--- src/rtl/xw_pkg.sv ---
// Package: shared types for the two-level translation walker.
// Assumes nothing beyond being compiled before the modules that import it.
package xw_pkg;

    // Walk phase: waiting for a request, reading the directory, reading the table.
    typedef enum logic [1:0] {
        WS_IDLE = 2'd0,
        WS_DIR  = 2'd1,
        WS_TBL  = 2'd2
    } walk_state_t;

endpackage

--- src/rtl/xw_entry_addr.sv ---
// Module: xw_entry_addr
// Forms the byte address of a table entry from the frame holding the table
// and the index into it. Entries are two bytes wide.
// Assumes tables are page aligned and that IDX_W + 1 <= OFF_W, so that twice
// the index always fits in the page offset and no carry reaches the frame bits.
module xw_entry_addr #(
    parameter int IDX_W = 5,
    parameter int OFF_W = 6,
    parameter int PA_W  = 10
) (
    input  logic [PA_W-OFF_W-1:0] frame,
    input  logic [IDX_W-1:0]      idx,
    output logic [PA_W-1:0]       addr
);
    localparam int FRAME_W = PA_W - OFF_W;

    logic [OFF_W-1:0] entry_off;

    // Scale the index by the entry size and place it under the frame bits.
    always_comb begin
        entry_off = OFF_W'({idx, 1'b0});
        addr      = {frame[FRAME_W-1:0], entry_off};
    end
endmodule

--- src/rtl/xw_ctrl.sv ---
// Module: xw_ctrl
// Sequences one walk: it captures a request, waits for the directory entry,
// then for the table entry, and registers the result or the fault.
// Assumes rd_data is meaningful only in a cycle where rd_ack is 1 and that
// the memory keeps the handshake open until it answers.
module xw_ctrl
    import xw_pkg::*;
#(
    parameter int VA_W  = 16,
    parameter int OFF_W = 6,
    parameter int PA_W  = 10,
    parameter int PTE_W = 16
) (
    input  logic                  clk,
    input  logic                  rst_n,
    input  logic                  req_valid,
    input  logic [VA_W-1:0]       req_vaddr,
    input  logic [PA_W-1:0]       dir_base,
    input  logic                  rd_ack,
    input  logic [PTE_W-1:0]      rd_data,
    output walk_state_t           state,
    output logic [VA_W-1:0]       va_q,
    output logic [PA_W-OFF_W-1:0] dir_frame_q,
    output logic [PA_W-OFF_W-1:0] tbl_frame_q,
    output logic                  done,
    output logic                  fault,
    output logic [PA_W-1:0]       paddr
);
    localparam int FRAME_W   = PA_W - OFF_W;
    localparam int VALID_BIT = PTE_W - 1;

    logic entry_valid;
    logic unused_bits;

    // Split the returned entry into its valid flag; the reserved bits and the
    // low bits of the base are deliberately left unconnected.
    always_comb begin
        entry_valid = rd_data[VALID_BIT];
        unused_bits = ^{rd_data[VALID_BIT-1:FRAME_W], dir_base[OFF_W-1:0]};
    end

    // Walk sequencer and result registers.
    always_ff @(posedge clk) begin
        if (!rst_n) begin
            state       <= WS_IDLE;
            va_q        <= '0;
            dir_frame_q <= '0;
            tbl_frame_q <= '0;
            done        <= 1'b0;
            fault       <= 1'b0;
            paddr       <= '0;
        end else begin
            done  <= 1'b0;
            fault <= 1'b0;
            case (state)
                WS_IDLE: begin
                    if (req_valid) begin
                        va_q        <= req_vaddr;
                        dir_frame_q <= dir_base[PA_W-1:OFF_W];
                        state       <= WS_DIR;
                    end
                end
                WS_DIR: begin
                    if (rd_ack) begin
                        if (entry_valid) begin
                            tbl_frame_q <= rd_data[FRAME_W-1:0];
                            state       <= WS_TBL;
                        end else begin
                            done  <= 1'b1;
                            fault <= 1'b1;
                            paddr <= '0;
                            state <= WS_IDLE;
                        end
                    end
                end
                WS_TBL: begin
                    if (rd_ack) begin
                        done  <= 1'b1;
                        state <= WS_IDLE;
                        if (entry_valid) begin
                            paddr <= {rd_data[FRAME_W-1:0], va_q[OFF_W-1:0]};
                        end else begin
                            fault <= 1'b1;
                            paddr <= '0;
                        end
                    end
                end
                default: state <= WS_IDLE;
            endcase
        end
    end
endmodule

--- src/rtl/xlate_walker.sv ---
// Module: xlate_walker (top)
// Translates a virtual address through a directory and one second-level
// table, reading one entry per level over a request/acknowledge port.
// Assumes VA_W = 2*IDX_W + OFF_W and IDX_W + 1 <= OFF_W.
module xlate_walker
    import xw_pkg::*;
#(
    parameter int VA_W  = 16,
    parameter int IDX_W = 5,
    parameter int OFF_W = 6,
    parameter int PA_W  = 10,
    parameter int PTE_W = 16
) (
    input  logic             clk,
    input  logic             rst_n,
    input  logic             req_valid,
    input  logic [VA_W-1:0]  req_vaddr,
    input  logic [PA_W-1:0]  dir_base,
    output logic             req_ready,
    output logic             rd_en,
    output logic [PA_W-1:0]  rd_addr,
    input  logic             rd_ack,
    input  logic [PTE_W-1:0] rd_data,
    output logic             done,
    output logic             fault,
    output logic [PA_W-1:0]  paddr
);
    localparam int FRAME_W = PA_W - OFF_W;
    localparam int LEVELS  = 2;

    walk_state_t        state;
    logic [VA_W-1:0]    va_q;
    logic [FRAME_W-1:0] dir_frame_q;
    logic [FRAME_W-1:0] tbl_frame_q;

    logic [FRAME_W-1:0] lvl_frame [LEVELS];
    logic [IDX_W-1:0]   lvl_idx   [LEVELS];
    logic [PA_W-1:0]    lvl_addr  [LEVELS];

    xw_ctrl #(
        .VA_W  (VA_W),
        .OFF_W (OFF_W),
        .PA_W  (PA_W),
        .PTE_W (PTE_W)
    ) u_ctrl (
        .clk         (clk),
        .rst_n       (rst_n),
        .req_valid   (req_valid),
        .req_vaddr   (req_vaddr),
        .dir_base    (dir_base),
        .rd_ack      (rd_ack),
        .rd_data     (rd_data),
        .state       (state),
        .va_q        (va_q),
        .dir_frame_q (dir_frame_q),
        .tbl_frame_q (tbl_frame_q),
        .done        (done),
        .fault       (fault),
        .paddr       (paddr)
    );

    // Level 0 is the directory, level 1 the second-level table.
    assign lvl_frame[0] = dir_frame_q;
    assign lvl_frame[1] = tbl_frame_q;
    assign lvl_idx[0]   = va_q[VA_W-1 -: IDX_W];
    assign lvl_idx[1]   = va_q[OFF_W +: IDX_W];

    // One entry-address former per table level.
    for (genvar g = 0; g < LEVELS; g++) begin : g_lvl
        xw_entry_addr #(
            .IDX_W (IDX_W),
            .OFF_W (OFF_W),
            .PA_W  (PA_W)
        ) u_addr (
            .frame (lvl_frame[g]),
            .idx   (lvl_idx[g]),
            .addr  (lvl_addr[g])
        );
    end

    // Drive the read port and the ready flag from the walk phase.
    always_comb begin
        req_ready = (state == WS_IDLE);
        rd_en     = (state != WS_IDLE);
        rd_addr   = (state == WS_TBL) ? lvl_addr[1] : lvl_addr[0];
    end
endmodule

--- config.mk ---
export PLATFORM = sky130hd
export DESIGN_NAME = xlate_walker
export DESIGN_NICKNAME = d
export VERILOG_FILES = /design/src/rtl/xw_pkg.sv /design/src/rtl/xw_entry_addr.sv /design/src/rtl/xw_ctrl.sv /design/src/rtl/xlate_walker.sv
export SDC_FILE = /design/constraint.sdc
export NUM_CORES = 1
export LEC_CHECK = 0
export ABC_AREA = 1
export BUFFER_PORTS_ARGS = -buffer_cell sky130_fd_sc_hd__buf_2
export CAP_MARGIN = 20
export CORE_AREA = 3 3 55 82
export DETAILED_ROUTE_END_ITERATION = 8
export DIE_AREA = 0 0 58 85
export GPL_ROUTABILITY_DRIVEN = 0
export PLACE_DENSITY = 0.73
export REMOVE_ABC_BUFFERS = 1
export SLEW_MARGIN = 20
export SYNTH_ARGS = -nofsm -noshare
export SYNTH_HDL_FRONTEND = slang
export SYNTH_SLANG_ARGS = --single-unit
--- constraint.sdc ---
create_clock -name clk -period 2.98 [get_ports clk]
set_input_delay 0.149 -clock clk [delete_from_list [all_inputs] [get_ports clk]]
set_output_delay 0.149 -clock clk [all_outputs]
set_load 0.01 [all_outputs]
# Word-level counts from Yosys, hierarchy flattened
# Index checks and enable logic that the tools add are counted.
[totals] word_cells=37 register_bits=38 latchBits=0 inputBits=46 rom_bits=0 mem_bits_rw=0 out_inout_bits=24 memories=0
[op_classes] order_cmp=0 n_shift=0 n_mux=15 eq_ne=6 n_mul=0 n_bitwise=0 add_sub_neg=0 n_reduce_logical=9 n_div=0
[ops] op="10-bit two-way mux" n=5
[ops] op="10-bit case mux with 2 select lines" n=1
[ops] op="2-bit two-way mux" n=4
[ops] op="2-bit != test (second input constant)" n=4
[ops] op="2-bit case mux with 3 select lines" n=1
[ops] op="3-bit AND reduction" n=2
[ops] op="2-bit AND reduction" n=2
[ops] op="4-bit AND reduction" n=1
[ops] op="2-bit nonzero test" n=2
[ops] op="1-bit two-way mux" n=3
[ops] op="2-bit by 1-bit == test with 1-bit output (second input constant)" n=1
[ops] op="2-bit == test (second input constant)" n=1
[ops] op="2-bit logical NOT" n=1
[ops] op="1-bit case mux with 2 select lines" n=1
[ops] op="2-bit OR reduction" n=1

# Logic depth before layout (Yosys ltp)
[depth] depth_word=3 ltp_mapped=9 ltp_nobuf=8

# Hierarchy
# From an unflattened synthesis, not the netlist that was laid out.
[unflattened] hier_cells=267 area_unflattened_um2=1941.9
[by_module_without_submodules] module="xw_ctrl" instances=1 cells_each=209 area_per_inst_um2=1619.1
[by_module_without_submodules] module="xlate_walker" instances=1 cells_each=36 area_per_inst_um2=165.2
[by_module_without_submodules] module="xw_entry_addr" instances=2 cells_each=11 area_per_inst_um2=78.8

# Least setup slack after synthesis
# No wires, ideal clock.
[synth_path] path_type="register to output" startpoint="register u_ctrl.state[0]" endpoint="output rd_addr[5]" slack_ns=1.607 stages_incl_launch_ff=6 path_buffers=2 required_ns=2.831 arrival_time_ns=1.224 path_cell_list="dfxtp_1 > inv_1 > ha_1 > buf_2 > buf_2 > o21ai_0"
[synth_between] elab_chain_len=2
[synth_lines] element="start, declared" line="xw_ctrl.sv:21" text="output walk_state_t state,"
[synth_lines] element="start signal, assigned" line="xw_ctrl.sv:45" text="state <= WS_IDLE;"
[synth_lines] element="start signal, assigned" line="xw_ctrl.sv:60" text="state <= WS_DIR;"
[synth_lines] element="start signal, assigned" line="xw_ctrl.sv:67" text="state <= WS_TBL;"
[synth_lines] element="2-bit == test" line="xlate_walker.sv:85" text="rd_addr = (state == WS_TBL) ? lvl_addr[1] : lvl_addr[0];"
[synth_lines] element="10-bit two-way mux" line="xlate_walker.sv:85"
[synth_lines] element="end, declared" line="xlate_walker.sv:21" text="output logic [PA_W-1:0] rd_addr,"
# Every way passes these cells.

# Worst setup path after layout
[layout_path] startpoint="register u_ctrl.state[0]" endpoint="output rd_addr[9]"
# The elaborated chain is that of the path after synthesis.

==> flow_summary.toml <==
[global_route]
grt_use_total_pct = 14.1
grt_pass1_vias = 1277
antenna_found_initial = 0
grt_pass1_wl_microns = 5400
grt_max_degree = 38
grt.overflow.total = 0

[logic_synthesis]
yosys_warnings = 0
ys_ff_latch = 38
synth.avg_cell_area_sq_um = 7.01
synth.largest_area_cell = "dfxtp_1"
yosys-top-cells-area = "dfxtp_1, nor2_1, nand2_1, o21ai_0, a21oi_1"
syn_area_sq_um = 1640
ys_seq_area_share_pct = 46.4
synth_cell_types = 16
synth_top_area_share_pct = 46.4
postSynthCellCount = 234

[final_layout]
nNetsFinal = 333
final_cell_mix = "nor2_1, buf_2, nand2_1"
fillerInstances = 423
fin_cells = 328
final_util_pct = 50.6
drive_gt1_share_pct = 22.3
final_area_sq_um = 1990
layout_commonest_cell = "nor2_1"
area_growth_syn_to_layout_pct = 21.1
antennaDiodeCount = 0

[setup_path]
critPathArrivalTime_ns = 1.66
start_kind = "register"
crit_family = "adder cells"
path_cells = "inv_1 -> ha_1 -> nor2_1 -> a21oi_1 -> buf_2"
regToRegEndpoint = "u_ctrl.paddr[1]"
r2r_start = "u_ctrl.state[0]"
path_class = "reg -> out"
crit_path_end_kind = "output pin"
max_stage_delay_ns = 0.54
required_ns = 2.83
reg2reg_slack_ns = 1.33
cp_slowest_cell = "ha_1"
startpoint = "u_ctrl.state[0]"
path_buf_inv = 2
r2r_cells = 8
critPathMaxFanout = 19

[pwr]
swShare_pct = 30.8
p_leak_nw = 0.950
peakVddDrop_mv = 0.422
power_density_nw_per_um2 = 644
power.share.sequential_pct = 46.9
comb_power_share_pct = 25.4
total_power_mw = 1.28
internal-power_uw = 885
clkPwrFrac_pct = 27.7
switchingPower_uw = 394

[floorplanning]
core_area_sq_um = 3920
start_util_pct = 41.8
num_rows = 28
dieArea_sq_um = 4930
die_y_microns = 85
io_pins = 70
fp.dieW_microns = 58

[placement]
port_buffers = 51
dp.cells = 320
dp_hpwl_microns = 2360
place_ws_ns = 1.29
placed_area_sq_um = 1900

[routing]
highest_layer = "met4"
met3_length_microns = 155
avgViaCountPerCell = 4.50
routedWlPerCell_microns = 9.71
dr.pass1.iters = 4
wl_met2_microns = 1600
finalWirelength_microns = 3190
drc = 0
drtAntennaViolNets = 0
wl_met1_microns = 1350
first_iter_violations = 28
vias = 1476

[clocking]
tritoncts = "yes"
root_buffer = "clkbuf_8"
hold_buffers = 0
clockBufferDepth = 2
numCtsBuffers = 5
cts.sinks = 38
ctsResizeCount = 0
cts_max_level = 2
clk_pin_slew_ns = 0.07
clk_latency_ns = 0.29
post-cts-setup-buffers = 0

[hold_path]
worstHoldPathType = "in -> reg"
hold_end = "u_ctrl.va_q[6]"
min_from = "req_vaddr[6]"
hold_path_depth = 3

[timing]
setup_violations = 0
whs_ns = 0.111
fin_skew_ns = 0.00237
hold_viol = 0
drv_slew = 0
timing.final.crit_share_pct = 60.8
fin_setup_tns_ns = 0
fmax_mhz = 552
fin_ws_ns = 1.17
relSlewSlack_pct = 61.0
fin_crit_ns = 1.81
worstMarginPinSlew_ns = 0.584
rsz0062_at_grt = "no"

[run]
drv_cap = 0

[status]
outcome = "completed"
[cells in the mapped netlist]
cell type  instances
buf_4              3
buf_2              3
dfxtp_1           38
o21ai_0           29
clkbuf_1           4
clkinv_1           1
ha_1               5
nor2_1            58
buf_6              1
nand2_2            3
inv_1             20
a21oi_1           16
conb_1             1
nand2_1           46
nand3_1            5
nor2_4             1
[power groups by stage]
stage               Combinational, mW  Clock, mW  Sequential [mW]
global placement                0.326          0            0.610
global route                    0.381      0.389            0.608
finish                          0.325      0.354            0.600
detailed placement              0.330          0            0.613
floorplan                       0.205          0            0.617
CTS                             0.332      0.367            0.601
[tightest hold or removal path: stages]
cell	delay [ns]
buf_2	0.07
o21ai_0	0.07
nor2_1	0.08
[how the worst max path moves through the flow]
stage | endpoint | slack (ns) | cells after the start
finish | rd_addr[9] | 1.17 | 5
detailed placement | u_ctrl.paddr[1] | 1.29 | 8
global route | rd_addr[8] | 0.92 | 5
floorplan | u_ctrl.state[0] | 1.51 | 6
CTS | rd_addr[9] | 1.13 | 5
global placement | u_ctrl.paddr[0] | 1.31 | 8
[sequential cells by signal (all words and copies together), names as in the netlist]
register            cells
u_ctrl.done             1
u_ctrl.dir_frame_q      4
u_ctrl.va_q            16
u_ctrl.paddr           10
u_ctrl.state            2
u_ctrl.tbl_frame_q      4
u_ctrl.fault            1
[cells by family after synthesis]
logic type	Yosys count	share of synthesized area, %
simple gates	113	27.2
compound gates	45	13.7
flops	38	46.4
buf+inv	32	8.69
fa+ha+maj	5	3.81
other cells	1	0.229
[layout make-up]
cell class,instances,area [sq um],share of cell area [%]
sequential,38,761,38.3
multi-input combinational,164,737,37.1
timing repair buffer,52,263,13.2
clock buffer,7,86.3,4.35
inverter,21,78.8,3.97
tap,45,56.3,2.83
clock inverter,1,5.00,0.252
[routing by layer]
metal  track usage [%]  vias to the layer above
li1                  -                      814
met1              15.7                      623
met2              24.0                       33
met3              3.65                        6
met4              7.59                        0
met5                 0                        -
No activity file was read; power rests on OpenSTA's default activity.
